$ cat config.mk
export PLATFORM = sky130hd
export DESIGN_NAME = nand_width_adapter
export DESIGN_NICKNAME = d
export VERILOG_FILES = /design/src/rtl/nwa_pkg.sv /design/src/rtl/nwa_window_decode.sv /design/src/rtl/nwa_lane_mux.sv /design/src/rtl/nwa_read_pack.sv /design/src/rtl/nand_width_adapter.sv
export SDC_FILE = /design/constraint.sdc
export NUM_CORES = 1
export LEC_CHECK = 0
export BUFFER_PORTS_ARGS = -buffer_cell sky130_fd_sc_hd__buf_2
export CAP_MARGIN = 20
export CORE_MARGIN = 1
export CORE_UTILIZATION = 51
export CTS_CLUSTER_DIAMETER = 30
export DETAILED_ROUTE_END_ITERATION = 6
export GPL_ROUTABILITY_DRIVEN = 0
export PLACE_DENSITY = 0.82
export RECOVER_POWER = 25
export SYNTH_ARGS = -nofsm -noshare
export SYNTH_HDL_FRONTEND = slang
export SYNTH_SLANG_ARGS = --single-unit
$ cat constraint.sdc
create_clock -name clk -period 3.5 [get_ports clk]
set_input_delay 0.175 -clock clk [delete_from_list [all_inputs] [get_ports clk]]
set_output_delay 0.175 -clock clk [all_outputs]
set_load 0.01 [all_outputs]
$ cat src/rtl/nwa_pkg.sv
package nwa_pkg;

   localparam int CPU_W = 32;
   localparam int IO_W  = 16;

   typedef enum logic [1:0] {
      WK_NONE = 2'd0,
      WK_CMD  = 2'd1,
      WK_ADR  = 2'd2,
      WK_DAT  = 2'd3
   } win_kind_e;

   typedef enum logic [1:0] {
      PH_IDLE    = 2'd0,
      PH_STROBE  = 2'd1,
      PH_RECOVER = 2'd2
   } phase_e;

   localparam logic [1:0] DEVTYPE_NAND = 2'd2;

   // device cycles needed for one processor access
   function automatic logic [2:0] beats_for(input logic [1:0] size, input logic wide);
      logic [2:0] n;
      if (wide) begin
         n = size[1] ? 3'd2 : 3'd1;
      end else begin
         case (size)
            2'd0:    n = 3'd1;
            2'd1:    n = 3'd2;
            default: n = 3'd4;
         endcase
      end
      return n;
   endfunction

endpackage

$ cat src/rtl/nwa_window_decode.sv
module nwa_window_decode
   import nwa_pkg::*;
#(
   parameter int ADDR_W     = 12,
   parameter int NUM_CS     = 8,
   parameter int CS_W       = 3,
   parameter int WIN_BASE   = 'h60,
   parameter int WIN_STRIDE = 'h30,
   parameter int CMD_OFS    = 'h1C,
   parameter int ADR_OFS    = 'h20,
   parameter int DAT_OFS    = 'h24,
   parameter int WIN_SPAN   = 4
) (
   input  logic [ADDR_W-1:0] addr,
   output win_kind_e         kind,
   output logic [CS_W-1:0]   cs_idx
);

   logic [31:0]       a_ext;
   logic [NUM_CS-1:0] hit_c;
   logic [NUM_CS-1:0] hit_a;
   logic [NUM_CS-1:0] hit_d;

   assign a_ext = 32'(addr);

   for (genvar i = 0; i < NUM_CS; i++) begin : g_blk
      localparam logic [31:0] BLK = 32'(WIN_BASE + i * WIN_STRIDE);
      localparam logic [31:0] C_LO = BLK + 32'(CMD_OFS);
      localparam logic [31:0] A_LO = BLK + 32'(ADR_OFS);
      localparam logic [31:0] D_LO = BLK + 32'(DAT_OFS);
      localparam logic [31:0] SPAN = 32'(WIN_SPAN);
      assign hit_c[i] = (a_ext >= C_LO) && (a_ext < C_LO + SPAN);
      assign hit_a[i] = (a_ext >= A_LO) && (a_ext < A_LO + SPAN);
      assign hit_d[i] = (a_ext >= D_LO) && (a_ext < D_LO + SPAN);
   end

   always_comb begin
      cs_idx = '0;
      for (int i = 0; i < NUM_CS; i++) begin
         if (hit_c[i] || hit_a[i] || hit_d[i]) cs_idx = CS_W'(i);
      end
      if (|hit_c)      kind = WK_CMD;
      else if (|hit_a) kind = WK_ADR;
      else if (|hit_d) kind = WK_DAT;
      else             kind = WK_NONE;
   end

endmodule

$ cat src/rtl/nwa_lane_mux.sv
module nwa_lane_mux
   import nwa_pkg::*;
(
   input  logic [1:0]       lane,
   input  logic             wide,
   input  logic [CPU_W-1:0] wdata,
   output logic [IO_W-1:0]  io
);

   // 16-bit device: halfword per cycle; 8-bit device: byte per cycle, top lane zero
   always_comb begin
      if (wide) io = lane[0] ? wdata[31:16] : wdata[15:0];
      else      io = {8'h00, wdata[{lane, 3'b000} +: 8]};
   end

endmodule

$ cat src/rtl/nwa_read_pack.sv
module nwa_read_pack
   import nwa_pkg::*;
(
   input  logic             clk,
   input  logic             rst_n,
   input  logic             clr,
   input  logic             cap,
   input  logic [1:0]       lane,
   input  logic             wide,
   input  logic             byte_only,
   input  logic [IO_W-1:0]  io_in,
   output logic [CPU_W-1:0] acc
);

   localparam int LANES = CPU_W / 8;

   for (genvar g = 0; g < LANES; g++) begin : g_lane
      localparam bit LOW_HALF_BYTE = (g % 2) == 0;
      localparam bit FIRST_BYTE    = (g == 0);
      logic       en;
      logic [7:0] src;

      if (LOW_HALF_BYTE) begin : g_lo
         assign src = wide ? io_in[7:0] : io_in[7:0];
      end else begin : g_hi
         assign src = wide ? io_in[15:8] : io_in[7:0];
      end

      assign en = cap && (wide ? ((lane[0] == 1'(g / 2)) && (!byte_only || FIRST_BYTE))
                               : (lane == 2'(g)));

      always_ff @(posedge clk) begin
         if (!rst_n)   acc[8*g +: 8] <= '0;
         else if (clr) acc[8*g +: 8] <= '0;
         else if (en)  acc[8*g +: 8] <= src;
      end
   end

   // a new request never coincides with a capture of the previous one
   p_clr_cap_excl_r10: assert property (@(posedge clk) disable iff (!rst_n) !(clr && cap));

endmodule

$ cat src/rtl/nand_width_adapter.sv
module nand_width_adapter
   import nwa_pkg::*;
#(
   parameter int ADDR_W     = 12,
   parameter int NUM_CS     = 8,
   parameter int WIN_BASE   = 'h60,
   parameter int WIN_STRIDE = 'h30,
   parameter int CMD_OFS    = 'h1C,
   parameter int ADR_OFS    = 'h20,
   parameter int DAT_OFS    = 'h24,
   parameter int WIN_SPAN   = 4
) (
   input  logic                clk,
   input  logic                rst_n,
   input  logic                cpu_req,
   input  logic                cpu_wr,
   input  logic [ADDR_W-1:0]   cpu_addr,
   input  logic [1:0]          cpu_size,
   input  logic [31:0]         cpu_wdata,
   input  logic [2*NUM_CS-1:0] cs_type,
   input  logic [NUM_CS-1:0]   cs_wide,
   output logic                busy,
   output logic                done,
   output logic                acc_err,
   output logic [31:0]         rd_data,
   output logic [NUM_CS-1:0]   nand_ce_n,
   output logic                nand_cle,
   output logic                nand_ale,
   output logic                nand_we_n,
   output logic                nand_re_n,
   output logic                nand_io_oe,
   output logic [15:0]         nand_io_out,
   input  logic [15:0]         nand_io_in
);

   localparam int CS_W = (NUM_CS > 1) ? $clog2(NUM_CS) : 1;

   if (NUM_CS < 1 || NUM_CS > 16) begin : g_bad_cs
      $error("NUM_CS out of range");
   end
   if (ADDR_W < 8 || ADDR_W > 30) begin : g_bad_aw
      $error("ADDR_W out of range");
   end
   if (WIN_BASE + NUM_CS * WIN_STRIDE > (1 << ADDR_W)) begin : g_bad_span
      $error("chip-select blocks exceed the address range");
   end
   if (CMD_OFS + WIN_SPAN > ADR_OFS || ADR_OFS + WIN_SPAN > DAT_OFS ||
       DAT_OFS + WIN_SPAN > WIN_STRIDE) begin : g_bad_win
      $error("windows overlap or leave the block");
   end

   win_kind_e       dec_kind;
   logic [CS_W-1:0] dec_cs;

   nwa_window_decode #(
      .ADDR_W(ADDR_W), .NUM_CS(NUM_CS), .CS_W(CS_W),
      .WIN_BASE(WIN_BASE), .WIN_STRIDE(WIN_STRIDE),
      .CMD_OFS(CMD_OFS), .ADR_OFS(ADR_OFS), .DAT_OFS(DAT_OFS),
      .WIN_SPAN(WIN_SPAN)
   ) u_dec (
      .addr  (cpu_addr),
      .kind  (dec_kind),
      .cs_idx(dec_cs)
   );

   phase_e          phase;
   logic [1:0]      lane;
   logic [1:0]      last_lane;
   logic            wr_q;
   logic            wide_q;
   logic            byte_q;
   win_kind_e       kind_q;
   logic [CS_W-1:0] cs_q;
   logic [31:0]     wdata_q;
   logic            done_q;
   logic            err_q;

   logic       sel_nand;
   logic       sel_wide;
   logic       go;
   logic       act;
   logic [2:0] beats;

   assign sel_nand = cs_type[{dec_cs, 1'b0} +: 2] == DEVTYPE_NAND;
   assign sel_wide = cs_wide[dec_cs];
   assign go       = cpu_req && (phase == PH_IDLE);
   assign act      = (dec_kind != WK_NONE) && sel_nand && (cpu_wr || dec_kind == WK_DAT);
   assign beats    = beats_for(cpu_size, sel_wide);

   always_ff @(posedge clk) begin
      if (!rst_n) begin
         phase     <= PH_IDLE;
         lane      <= '0;
         last_lane <= '0;
         wr_q      <= 1'b0;
         wide_q    <= 1'b0;
         byte_q    <= 1'b0;
         kind_q    <= WK_NONE;
         cs_q      <= '0;
         wdata_q   <= '0;
         done_q    <= 1'b0;
         err_q     <= 1'b0;
      end else begin
         done_q <= 1'b0;
         err_q  <= 1'b0;
         case (phase)
            PH_IDLE: begin
               if (go) begin
                  if (act) begin
                     phase     <= PH_STROBE;
                     lane      <= '0;
                     last_lane <= 2'(beats - 3'd1);
                     wr_q      <= cpu_wr;
                     wide_q    <= sel_wide;
                     byte_q    <= (cpu_size == 2'd0);
                     kind_q    <= dec_kind;
                     cs_q      <= dec_cs;
                     wdata_q   <= cpu_wdata;
                  end else begin
                     done_q <= 1'b1;
                     err_q  <= !cpu_size[1] && (dec_kind == WK_NONE);
                  end
               end
            end
            PH_STROBE: phase <= PH_RECOVER;
            PH_RECOVER: begin
               if (lane == last_lane) begin
                  phase  <= PH_IDLE;
                  done_q <= 1'b1;
               end else begin
                  lane  <= lane + 2'd1;
                  phase <= PH_STROBE;
               end
            end
            default: phase <= PH_IDLE;
         endcase
      end
   end

   logic        strobe;
   logic [15:0] lane_io;

   assign busy    = (phase != PH_IDLE);
   assign strobe  = (phase == PH_STROBE);
   assign done    = done_q;
   assign acc_err = err_q;

   assign nand_we_n   = !(strobe && wr_q);
   assign nand_re_n   = !(strobe && !wr_q);
   assign nand_cle    = busy && (kind_q == WK_CMD);
   assign nand_ale    = busy && (kind_q == WK_ADR);
   assign nand_io_oe  = busy && wr_q;
   assign nand_io_out = nand_io_oe ? lane_io : '0;

   for (genvar i = 0; i < NUM_CS; i++) begin : g_ce
      assign nand_ce_n[i] = !(busy && (cs_q == CS_W'(i)));
   end

   nwa_lane_mux u_mux (
      .lane (lane),
      .wide (wide_q),
      .wdata(wdata_q),
      .io   (lane_io)
   );

   nwa_read_pack u_pack (
      .clk      (clk),
      .rst_n    (rst_n),
      .clr      (go),
      .cap      (strobe && !wr_q),
      .lane     (lane),
      .wide     (wide_q),
      .byte_only(byte_q),
      .io_in    (nand_io_in),
      .acc      (rd_data)
   );

   // the two strobes are never low together
   p_strobe_excl_r10: assert property (@(posedge clk) disable iff (!rst_n)
      !(!nand_we_n && !nand_re_n));
   // strobes only inside a busy sequence
   p_strobe_in_busy_r10: assert property (@(posedge clk) disable iff (!rst_n)
      (!nand_we_n || !nand_re_n) |-> busy);
   // end of a sequence is marked by done
   p_done_at_end_r10: assert property (@(posedge clk) disable iff (!rst_n)
      $fell(busy) |-> done);
   // latch enables are exclusive
   p_latch_excl_r3: assert property (@(posedge clk) disable iff (!rst_n)
      !(nand_cle && nand_ale));
   // read cycles carry neither latch enable
   p_read_no_latch_r3: assert property (@(posedge clk) disable iff (!rst_n)
      !nand_re_n |-> (!nand_cle && !nand_ale));
   // one chip enable at most, exactly one while busy
   p_ce_onehot_r2: assert property (@(posedge clk) disable iff (!rst_n)
      $onehot0(~nand_ce_n));
   p_ce_busy_r2: assert property (@(posedge clk) disable iff (!rst_n)
      busy |-> ($countones(~nand_ce_n) == 1));
   // an error never follows a device sequence
   p_err_no_seq_r9: assert property (@(posedge clk) disable iff (!rst_n)
      acc_err |-> (done && !$past(busy)));

endmodule

==> impl_metrics.json, run 1 <==
{
  "violations_in_the_final_reports": "DRC, capacitance limit, slew limit",
  "synth.area.mux_share_pct": 19.13,
  "synth_area_sq_mm": 0.004677,
  "die-height_microns": 97.77,
  "setup.worst_path.class": "primary input to flip-flop",
  "numCtsBuffers": 9,
  "combinational_family_with_the_most_area_after_synthesis": "simple AND/OR/NAND/NOR gates",
  "design.die.area_sq_mm": 0.009558,
  "fillCellCount": 777,
  "yosys-top-cells-area": "dfxtp_1 34%, mux2i_1 19%, nand2_1 8.1%",
  "setup_viol": 0,
  "remaining_drc_errors": 20,
  "finClkSkew_ns": 0.01547,
  "min-delay-path-class": "primary input to flip-flop",
  "routed_wirelength_microns": 11710,
  "combinationalPowerShare_pct": 8.8,
  "number_of_nets_produced_by_synthesis": 648,
  "number_of_setup_buffers_added_after_cts": 0,
  "syn-mean-instance-area_sq_um": 8.442,
  "hold-path-endpoint": "acc_err$_SDFF_PP0_",
  "first_global_vias": 4128,
  "yosysTopAreaCellShare_pct": 34.24,
  "reg2reg_from": "phase[0]$_SDFFE_PN0P_",
  "via_count": 4418,
  "cell_internal_pwr_uw": 1376,
  "power.share.switching_pct": 23.86,
  "dp.final_hpwl_microns": 8544,
  "largest_net_degree_at_the_start_of_global_routing": 86,
  "yosysWarnings": 0,
  "net-switching-power_uw": 431.3,
  "antenna_cells": 0,
  "cts-htree-levels": 3,
  "setup-tns-final_ns": 0,
  "critical_path.reg2reg.endpoint": "wdata_q[24]$_SDFFE_PN0P_",
  "power.share.sequential_pct": 50.4,
  "cts_hold_buffers": 0,
  "synth_simple_gate_area_share_pct": 24.64,
  "yosys.area.top_type": "dfxtp_1",
  "areaGrowthSynthToFinish_pct": 18.54,
  "port-buffer-count": 151,
  "relSlewSlack_pct": -3.052,
  "start_util_pct": 53.11,
  "required_ns": 3.72,
  "number_of_flops_mapped_to_enable_cells_by_yosys": 0,
  "grt_setup_unrepaired": "no",
  "cellLeakagePower_uw": 0.002472,
  "synthCells": 554,
  "tightest_slew_ns": 1.546,
  "yosys_most_used_dff": "dfxtp_1",
  "synth.distinct_cells": 66,
  "grt_first_pass_wirelength_microns": 19220,
  "pwr-share-clk_pct": 40.7,
  "period_share_pct": 78.90,
  "fp-row-count": 34,
  "ys_seq_elements": 80,
  "start_kind": "primary input",
  "layoutNonFillerInstCount": 796,
  "worstRegToRegCells": 5,
  "worst_setup_path_startpoint": "cpu_addr[7]",
  "post-route-cell-area_sq_mm": 0.005544,
  "clock_tree.buffer_depth": 2,
  "peak_supply_drop_mv": 0.2017,
  "clk_pin_slew_worst_paths_ns": 0.08,
  "drt_pre_antenna_iters": 7,
  "final_period_minus_worst_setup_slack_ns": 2.761,
  "critical_path.endpoint_type": "flip-flop",
  "antenna_violations_before_repair": 0,
  "tritoncts": "yes",
  "critical_path_peak_fanout": 17,
  "ant_nets": 0,
  "placedInstanceArea_sq_mm": 0.005381,
  "run_status": "finished, violations left",
  "routed_length_per_placed_instance_microns": 14.71,
  "via_per_inst": 5.550,
  "die_x_microns": 97.77,
  "number_of_stages_on_the_worst_hold_path": 2,
  "drv_slew": 86,
  "regToRegSetupSlack_ns": 1.18,
  "track_usage_pct": 24.47,
  "drt_iter0_drc": 293,
  "asyncSetResetFlopFracSynth_pct": 0,
  "synthAdderAreaFrac_pct": 1.070,
  "core_area_sq_mm": 0.008806,
  "final_nets": 778,
  "grt_overflow_total": 0,
  "seq_area_frac_synth_pct": 34.24,
  "timing.final.hold_violations": 0,
  "worst_ep_arrival_time_ns": 2.98,
  "hold_path.startpoint": "cpu_size[1]",
  "cts.root.buffer_cell": "clkbuf_8",
  "synth-compound-area-share_pct": 13.30,
  "synth_xor_xnor_area_share_pct": 1.124,
  "dpl.cell_count": 781,
  "count_of_pins_on_the_block_boundary": 154,
  "total_of_cells_resized_after_clock_tree_synthesis": 0,
  "layout-drive-gt1-share_pct": 22.97,
  "pwr_density_cell_mw_per_mm2": 326.0,
  "tritoncts_num_sinks": 80,
  "clkLatencyLatePin_ns": 0.35,
  "clock.fmax_ghz": 0.3621,
  "cap_violations": 1
}
## state kept, by name, indices dropped and copies added (netlist names), 2 cells and up
register / cells
last_lane: 2
phase: 2
cs_q: 3
wdata_q: 32
u_pack.acc: 32
kind_q: 2
lane: 2
## Yosys cell counts (5+ instances only)
| master | number |
|---|---|
| mux2i_1 | 88 |
| nor2_1 | 63 |
| nand2_1 | 101 |
| nand2b_1 | 5 |
| buf_1 | 6 |
| a211oi_1 | 25 |
| inv_1 | 9 |
| dfxtp_1 | 80 |
| clkbuf_1 | 22 |
| nand3_1 | 6 |
| o21ai_0 | 14 |
| nor2b_1 | 11 |
| or4b_1 | 5 |
| nor3b_1 | 5 |
| a21oi_1 | 18 |
| xnor2_1 | 5 |
## how the worst max path moves through the flow
stage / cells after the start / to / slack, ns
final: 9 / wdata_q[24]$_SDFFE_PN0P_ / 0.74
after floorplan: 10 / lane[0]$_SDFFE_PN0P_ / 0.77
after global placement: 9 / wdata_q[26]$_SDFFE_PN0P_ / 0.49
after CTS: 9 / wdata_q[24]$_SDFFE_PN0P_ / 0.76
after global routing: 9 / wdata_q[24]$_SDFFE_PN0P_ / 0.62
after detailed placement: 9 / wdata_q[14]$_SDFFE_PN0P_ / 0.39
## power by group through the flow
stage                     combinational [uW]  clock (uW)  sequential, uW
final                                    160         736             912
after global routing                     176         780             912
after CTS                                159         734             912
after detailed placement                 158           0             933
after global placement                   152           0             933
after floorplan                         91.9           0             933
## metrics by stage
stage / power, uW / hold WS (ns) / setup slack (ns) / util [%]
after global routing: 1867 / 0.03070 / 0.6230 / 62.96
after global placement: 1085 / 0.3972 / 0.4868 / 61.11
final: 1807 / 0.04821 / 0.7385 / 62.96
after detailed placement: 1091 / 0.3986 / 0.3913 / 61.11
after floorplan: 1025 / 0.2517 / 0.7673 / -
after CTS: 1804 / 0.03381 / 0.7643 / 63.48
## final cells by class
| type | count | area (sq um) | share of cell area, % |
|---|---|---|---|
| multi-input cells | 423 | 2771 | 49.99 |
| flip-flops and latches | 80 | 1602 | 28.89 |
| repair buffers | 160 | 789.5 | 14.24 |
| well taps | 108 | 135.1 | 2.437 |
| clock buffers | 9 | 123.9 | 2.234 |
| clock inverters | 6 | 85.08 | 1.535 |
| inverters | 10 | 37.54 | 0.6770 |
## routing by layer
layer  track usage (%)  vias to the layer above  wire length, microns
met5                 0                        -                     0
met4             7.809                        0                   213
met3             3.794                       21                   595
met2             42.44                      123                  5799
met1             31.19                     2065                  5100
li1                  -                     2209                     -
## critical path, stage by stage
cell and delay (ns):
buf_2 0.25, or4bb_1 0.51, o211a_2 0.21, or4b_1 0.53
o211ai_2 0.10, mux2i_2 0.15, or4_4 0.65, buf_4 0.26
mux2i_1 0.14
## cell usage in the layout, fill, tap and decap left out, drive strengths merged, types with 4 or more instances in the layout
cell type and n:
a211oi 25, a21oi 18, and3b 4, buf 124, clkbuf 45, dfxtp 80, ha 4, inv 9
mux2i 89, nand2 101, nand2b 5, nand3 6, nand3b 4, nor2 63, nor2b 11, nor3 4
nor3b 5, nor4b 4, o21ai 17, o31ai 4, or2 5, or4b 6, xnor2 5
## kinds of logic (layout without fill, tap and decap cells)
| logic type | Yosys count | in the layout |
|---|---|---|
| AOI/OAI and AO/OA | 88 | 88 |
| xor gates and xnor gates | 6 | 6 |
| adders and majority gates | 4 | 4 |
| buffers and inverters | 51 | 185 |
| DFF | 80 | 80 |
| muxes | 89 | 89 |
| and+or+nand+nor | 236 | 236 |
Note: power is estimated with default switching activity, not from simulation.
==> run 2, diff against run 1 <==
==> constraint.sdc (replaced) <==
create_clock -name clk -period 2.9 [get_ports clk]
set_input_delay 0.145 -clock clk [delete_from_list [all_inputs] [get_ports clk]]
set_output_delay 0.145 -clock clk [all_outputs]
set_load 0.01 [all_outputs]
==> run 2 against run 1 <==
  * The flow finishes with violations (DRC)
  * Sequential power grew 21%
  * Flip-flop and latch count did not move
  * Clock skew shrank 0.0067 ns
  * Global-route usage fell by 0.10 points
  * Sequential share of layout area decreased by 0.54 points
  * Total power grew 23%
  * Combinational power is 24% higher
  * Final cell count increased by 1.5%
  * Hold slack worse by 0.018 ns
  * First-iteration DRC count down 25%
  * Largest cell class unchanged
==> impl_metrics.json, run 2 (synthesis results as in run 1) <==
{
  "tightest_slew_ns": 1.213,
  "most_frequent_cells_in_the_layout": "116 x buf_2, 101 x nand2_1, 88 x mux2i_1",
  "count_of_pins_on_the_block_boundary": 154,
  "routed_length_per_placed_instance_microns": 14.46,
  "regToRegSetupSlack_ns": 0.54,
  "grt_first_pass_wirelength_microns": 19080,
  "first_global_vias": 4217,
  "largest_net_degree_at_the_start_of_global_routing": 71,
  "track_usage_pct": 24.37,
  "tritoncts_num_sinks": 80,
  "start_kind": "flip-flop",
  "drv_slew": 0,
  "min-delay-path-class": "primary input to flip-flop",
  "cts-htree-levels": 3,
  "cts_hold_buffers": 1,
  "power.share.switching_pct": 23.63,
  "required_ns": 2.76,
  "final_nets": 789,
  "clkLatencyLatePin_ns": 0.35,
  "drt_iter0_drc": 220,
  "drt_pre_antenna_iters": 7,
  "relSlewSlack_pct": 19.12,
  "power.share.sequential_pct": 49.5,
  "timing.final.hold_violations": 0,
  "fp-row-count": 34,
  "die_x_microns": 97.77,
  "via_count": 4459,
  "finClkSkew_ns": 0.008797,
  "port-buffer-count": 151,
  "fin_util_pct": 64.17,
  "pwr-share-clk_pct": 41.7,
  "final_worst_slack_ns": 0.2305,
  "pwr_density_cell_mw_per_mm2": 393.7,
  "cellLeakagePower_uw": 0.002534,
  "remaining_drc_errors": 20,
  "placedInstanceArea_sq_mm": 0.005456,
  "setup.worst_path.class": "flip-flop to output pin",
  "clk_pin_slew_worst_paths_ns": 0.08,
  "start_util_pct": 53.11,
  "critical_path.endpoint_type": "output pin",
  "die-height_microns": 97.77,
  "layout-drive-gt1-share_pct": 24.14,
  "post-place-ws_ns": 0.07485,
  "design.die.area_sq_mm": 0.009558,
  "violations_in_the_final_reports": "DRC",
  "cts.root.buffer_cell": "clkbuf_8",
  "period_share_pct": 92.05,
  "tritoncts": "yes",
  "number_of_setup_buffers_added_after_cts": 0,
  "net-switching-power_uw": 525.8,
  "ant_nets": 0,
  "post-route-cell-area_sq_mm": 0.005650,
  "areaGrowthSynthToFinish_pct": 20.81,
  "clock.fmax_ghz": 0.3746,
  "numCtsBuffers": 9,
  "reg_top3": "u_pack.acc (32), wdata_q (32), cs_q (3)",
  "dp.final_hpwl_microns": 8731,
  "final_period_minus_worst_setup_slack_ns": 2.670,
  "via_per_inst": 5.519,
  "run_status": "finished, violations left",
  "core_area_sq_mm": 0.008806,
  "peak_supply_drop_mv": 0.2461,
  "clock_tree.buffer_depth": 2,
  "worst_ep_arrival_time_ns": 2.52,
  "setup-tns-final_ns": 0,
  "total_of_cells_resized_after_clock_tree_synthesis": 0,
  "cell_internal_pwr_uw": 1699,
  "combinationalPowerShare_pct": 8.9,
  "routed_wirelength_microns": 11680,
  "final_common_cell": "buf_2",
  "grt_overflow_total": 0,
  "cap_violations": 0,
  "antenna_cells": 0,
  "grt_setup_unrepaired": "no",
  "antenna_violations_before_repair": 0,
  "critical_path_peak_fanout": 16,
  "setup_viol": 0
}
## run 2: changes by cell type in the layout (fill, tap and decap cells not counted), sizes merged
cell / change
buf: +10
clkbuf: +1
dlygate4sd3: +1
## run 2: critical path, stage by stage, from the launching register on
cell,delay (ns)
dfxtp_1,0.71
clkinv_1,0.45
nand2_1,0.30
nor2_1,0.06
a21oi_1,0.12
nor2_1,0.06
a211oi_1,0.28
buf_2,0.19
## run 2: power by group through the flow
stage          sequential [uW]  clock (uW)  combinational (uW)
2_1_floorplan             1130           0                 111
3_3_place_gp              1130           0                 189
3_5_place_dp              1130           0                 195
4_1_cts                   1100         931                 197
5_1_grt                   1100         989                 218
6_report                  1100         927                 198
## run 2: cell type report
class | instances | area (sq um)
timing repair buffer | 171 | 874.6
inverter | 10 | 37.54
multi-input combinational | 423 | 2771
fill | 770 | 3156
clock buffer | 10 | 137.6
sequential | 80 | 1602
tap | 108 | 135.1
clock inverter | 6 | 92.59
## run 2: path summary, 6_finish.rpt
| check | to | startpoint | cells past startpoint |
|---|---|---|---|
| max | nand_io_out[5] | lane[0]$_SDFFE_PN0P_ | 7 |
| min | wdata_q[21]$_SDFFE_PN0P_ | cpu_wdata[21] | 3 |
| max reg2reg | u_pack.acc[7]$_SDFFE_PP0P_ | lane[0]$_SDFFE_PN0P_ | 6 |
| min reg2reg | wdata_q[0]$_SDFFE_PN0P_ | wdata_q[0]$_SDFFE_PN0P_ | 2 |
## run 2: routing by layer
metal	up-vias	share of wire (%)	routed length (microns)	GRT usage [%]
met5	-	0	0	0
met4	0	2.5	289	10.49
met3	29	4.0	466	3.293
met2	135	50	5882	42.55
met1	2060	43	5043	30.11
li1	2235	-	-	-
## run 2: stage by stage
step           cells  total power (uW)  hold slack (ns)
2_1_floorplan    554              1237           0.2217
3_5_place_dp     791              1321           0.3634
4_1_cts          808              2228          0.02665
6_report         808              2225          0.02973
3_3_place_gp     791              1315           0.3572
5_1_grt          808              2308          0.02466
==> run 3, diff against run 2 <==
--- a/config.mk
+++ b/config.mk
@@ -14,6 +14,7 @@
 export GPL_ROUTABILITY_DRIVEN = 0
 export PLACE_DENSITY = 0.82
 export RECOVER_POWER = 25
+export REMOVE_ABC_BUFFERS = 1
 export SYNTH_ARGS = -nofsm -noshare
 export SYNTH_HDL_FRONTEND = slang
 export SYNTH_SLANG_ARGS = --single-unit
==> run 3 against run 2 <==
  * The flow finishes with violations (DRC, capacitance limit, slew limit)
  * Critical path type is now primary input to flip-flop
  * Critical path depth up 3
  * Via count up 1.1%
  * Fmax up 9.1%
  * First-iteration DRC count down 21%
  * Largest power group unchanged
  * Die area unchanged
==> impl_metrics.json, run 3 (synthesis results as in run 1) <==
{
  "tritoncts_num_sinks": 80,
  "grt_overflow_total": 0,
  "final_nets": 794,
  "die-height_microns": 97.77,
  "critical_path.slowest_cell": "or4b_1",
  "critical_path.endpoint_type": "flip-flop",
  "number_of_stages_on_the_worst_hold_path": 3,
  "violations_in_the_final_reports": "DRC, capacitance limit, slew limit",
  "net-switching-power_uw": 556.9,
  "worst_path_dominant_cell_family": "simple AND/OR/NAND/NOR gates",
  "reg_top3": "u_pack.acc (32), wdata_q (32), cs_q (3)",
  "cell_internal_pwr_uw": 1520,
  "antenna_violations_before_repair": 0,
  "fillCellCount": 790,
  "fp-row-count": 34,
  "period_share_pct": 84.34,
  "power.share.sequential_pct": 53.0,
  "worstRegToRegCells": 7,
  "design.die.area_sq_mm": 0.009558,
  "pwr_density_cell_mw_per_mm2": 367.8,
  "worst_ep_arrival_time_ns": 2.72,
  "via_count": 4510,
  "peak_supply_drop_mv": 0.2674,
  "grt_setup_unrepaired": "no",
  "dp.final_hpwl_microns": 8902,
  "numCtsBuffers": 9,
  "reg2reg_from": "lane[0]$_SDFFE_PN0P_",
  "grt_first_pass_wirelength_microns": 19490,
  "relSlewSlack_pct": -4.153,
  "top_signal_layer_used": "met4",
  "via_per_inst": 5.541,
  "start_kind": "primary input",
  "drv_slew": 39,
  "dpl.cell_count": 795,
  "routed_length_per_placed_instance_microns": 14.59,
  "hold_path.startpoint": "cpu_wdata[25]",
  "tritoncts": "yes",
  "regToRegSetupSlack_ns": 0.87,
  "timing.final.hold_violations": 0,
  "multi_input_comb_area_sq_mm": 0.002771,
  "layoutNonFillerInstCount": 814,
  "remaining_drc_errors": 32,
  "post-route-cell-area_sq_mm": 0.005647,
  "total_power_uw": 2077,
  "wl_met2_microns": 6074,
  "critical_path_peak_fanout": 12,
  "cts-htree-levels": 3,
  "setup-tns-final_ns": 0,
  "fin_util_pct": 64.12,
  "pwr-share-clk_pct": 37.3,
  "drt_pre_antenna_iters": 7,
  "cts.root.buffer_cell": "clkbuf_8",
  "placedInstanceArea_sq_mm": 0.005487,
  "number_of_setup_buffers_added_after_cts": 0,
  "clock.fmax_ghz": 0.4089,
  "routed_wirelength_microns": 11880,
  "drt_iter0_drc": 173,
  "critical_path.max_stage_delay_ns": 0.52,
  "critical_path.reg2reg.endpoint": "u_pack.acc[7]$_SDFFE_PP0P_",
  "total_of_cells_resized_after_clock_tree_synthesis": 0,
  "port-buffer-count": 151,
  "clk_pin_slew_worst_paths_ns": 0.09,
  "die_x_microns": 97.77,
  "cell_count_along_the_critical_path": 10,
  "setup_viol": 0,
  "setup.worst_path.class": "primary input to flip-flop",
  "crit_path_cell_trace": "buf_2 > or4b_1 > o211a_2 > buf_4 > or2_2 > a311o_1 > o21ai_2 > or4_4 > buf_4 > mux2i_1",
  "core_area_sq_mm": 0.008806,
  "count_of_pins_on_the_block_boundary": 154,
  "largest_net_degree_at_the_start_of_global_routing": 39,
  "cellLeakagePower_uw": 0.002533,
  "hold-path-endpoint": "wdata_q[25]$_SDFFE_PN0P_",
  "clock_tree.buffer_depth": 2,
  "wirelength_met1_microns": 5099,
  "combinationalPowerShare_pct": 9.7,
  "tightest_slew_ns": 1.562,
  "layout-drive-gt1-share_pct": 24.54,
  "final_common_cell": "buf_2",
  "met3_wirelength_microns": 472,
  "cp_common_cell": "buf_4",
  "finClkSkew_ns": 0.01177,
  "start_util_pct": 53.11,
  "ant_nets": 0,
  "power.share.switching_pct": 26.81,
  "run_status": "finished, violations left",
  "layout.area.seq_sq_mm": 0.001602,
  "most_frequent_cells_in_the_layout": "115 x buf_2, 101 x nand2_1, 88 x mux2i_1",
  "track_usage_pct": 24.85,
  "final_period_minus_worst_setup_slack_ns": 2.446,
  "first_global_vias": 4382,
  "areaGrowthSynthToFinish_pct": 20.73,
  "clkLatencyLatePin_ns": 0.35,
  "worstPathBufferInverterCount": 3,
  "min-delay-path-class": "primary input to flip-flop",
  "required_ns": 3.17,
  "cap_violations": 1
}
==> run 3: cell types whose count changed in the layout (fill, tap and decap cells not counted) <==
cell       before  now
buf_2         116  115
clkbuf_8       10    9
clkbuf_2        1    0
inv_8           0    1
bufinv_16       2    0
clkbuf_1       35   36
clkinv_4        2    1
buf_4          17   23
diode_2         0    1
inv_6           0    3
==> run 3: what timing repair did <==
item | in CTS | in global routing
hold buffers | 1 | 0
endpoints found under the setup margin | 0 | 0
hold endpoints to repair | 1 | 0
==> run 3: worst register-to-register path: stages, from the launching register on <==
cell and delay [ns]:
dfxtp_1 0.34, buf_4 0.26, clkinv_1 0.31, ha_1 0.30, mux2i_1 0.11, or2_2 0.31
mux2i_1 0.25, nor2_1 0.05
==> run 3: final cells by class <==
class | instances | area share (%)
Antenna cell | 1 | 0.04432
Clock buffer | 9 | 2.194
Clock inverter | 7 | 1.086
Inverter | 10 | 0.6647
Multi-Input combinational cell | 423 | 49.08
Sequential cell | 80 | 28.36
Tap cell | 108 | 2.393
Timing Repair Buffer | 176 | 16.18
==> run 3: power by group through the flow <==
stage                     sequential, uW  clock, uW  combinational (uW)
after CTS                           1100        789                 202
after detailed placement            1130          0                 200
after global routing                1100        838                 222
after global placement              1130          0                 191
final                               1100        774                 202
after floorplan                     1130          0                74.6
==> run 3: how the worst max path moves through the flow <==
stage               slack [ns]        start                  endpoint
detailed placement         0.1  cpu_addr[6]   wdata_q[0]$_SDFFE_PN0P_
floorplan                 0.14  cpu_addr[6]      lane[1]$_SDFFE_PN0P_
finish                    0.45  cpu_addr[6]   wdata_q[0]$_SDFFE_PN0P_
global placement          0.16  cpu_addr[6]  wdata_q[22]$_SDFFE_PN0P_
CTS                       0.47  cpu_addr[6]   wdata_q[0]$_SDFFE_PN0P_
global route              0.30  cpu_addr[4]  wdata_q[18]$_SDFFE_PN0P_
==> run 3: per-layer routing <==
layer  global-route usage (%)  vias to the layer above
met4                    9.091                        0
met1                    29.94                     2126
met2                    44.74                      126
met3                    3.794                       23
met5                        0                        -
li1                         -                     2235
==> run 3: stage by stage <==
step | worst slack, ns | hold WS (ns)
after global placement | 0.1580 | 0.3619
after detailed placement | 0.09904 | 0.3681
after global routing | 0.3034 | 0.02609
after CTS | 0.4709 | 0.01928
after floorplan | 0.1372 | 0.2217
final | 0.4543 | 0.03153
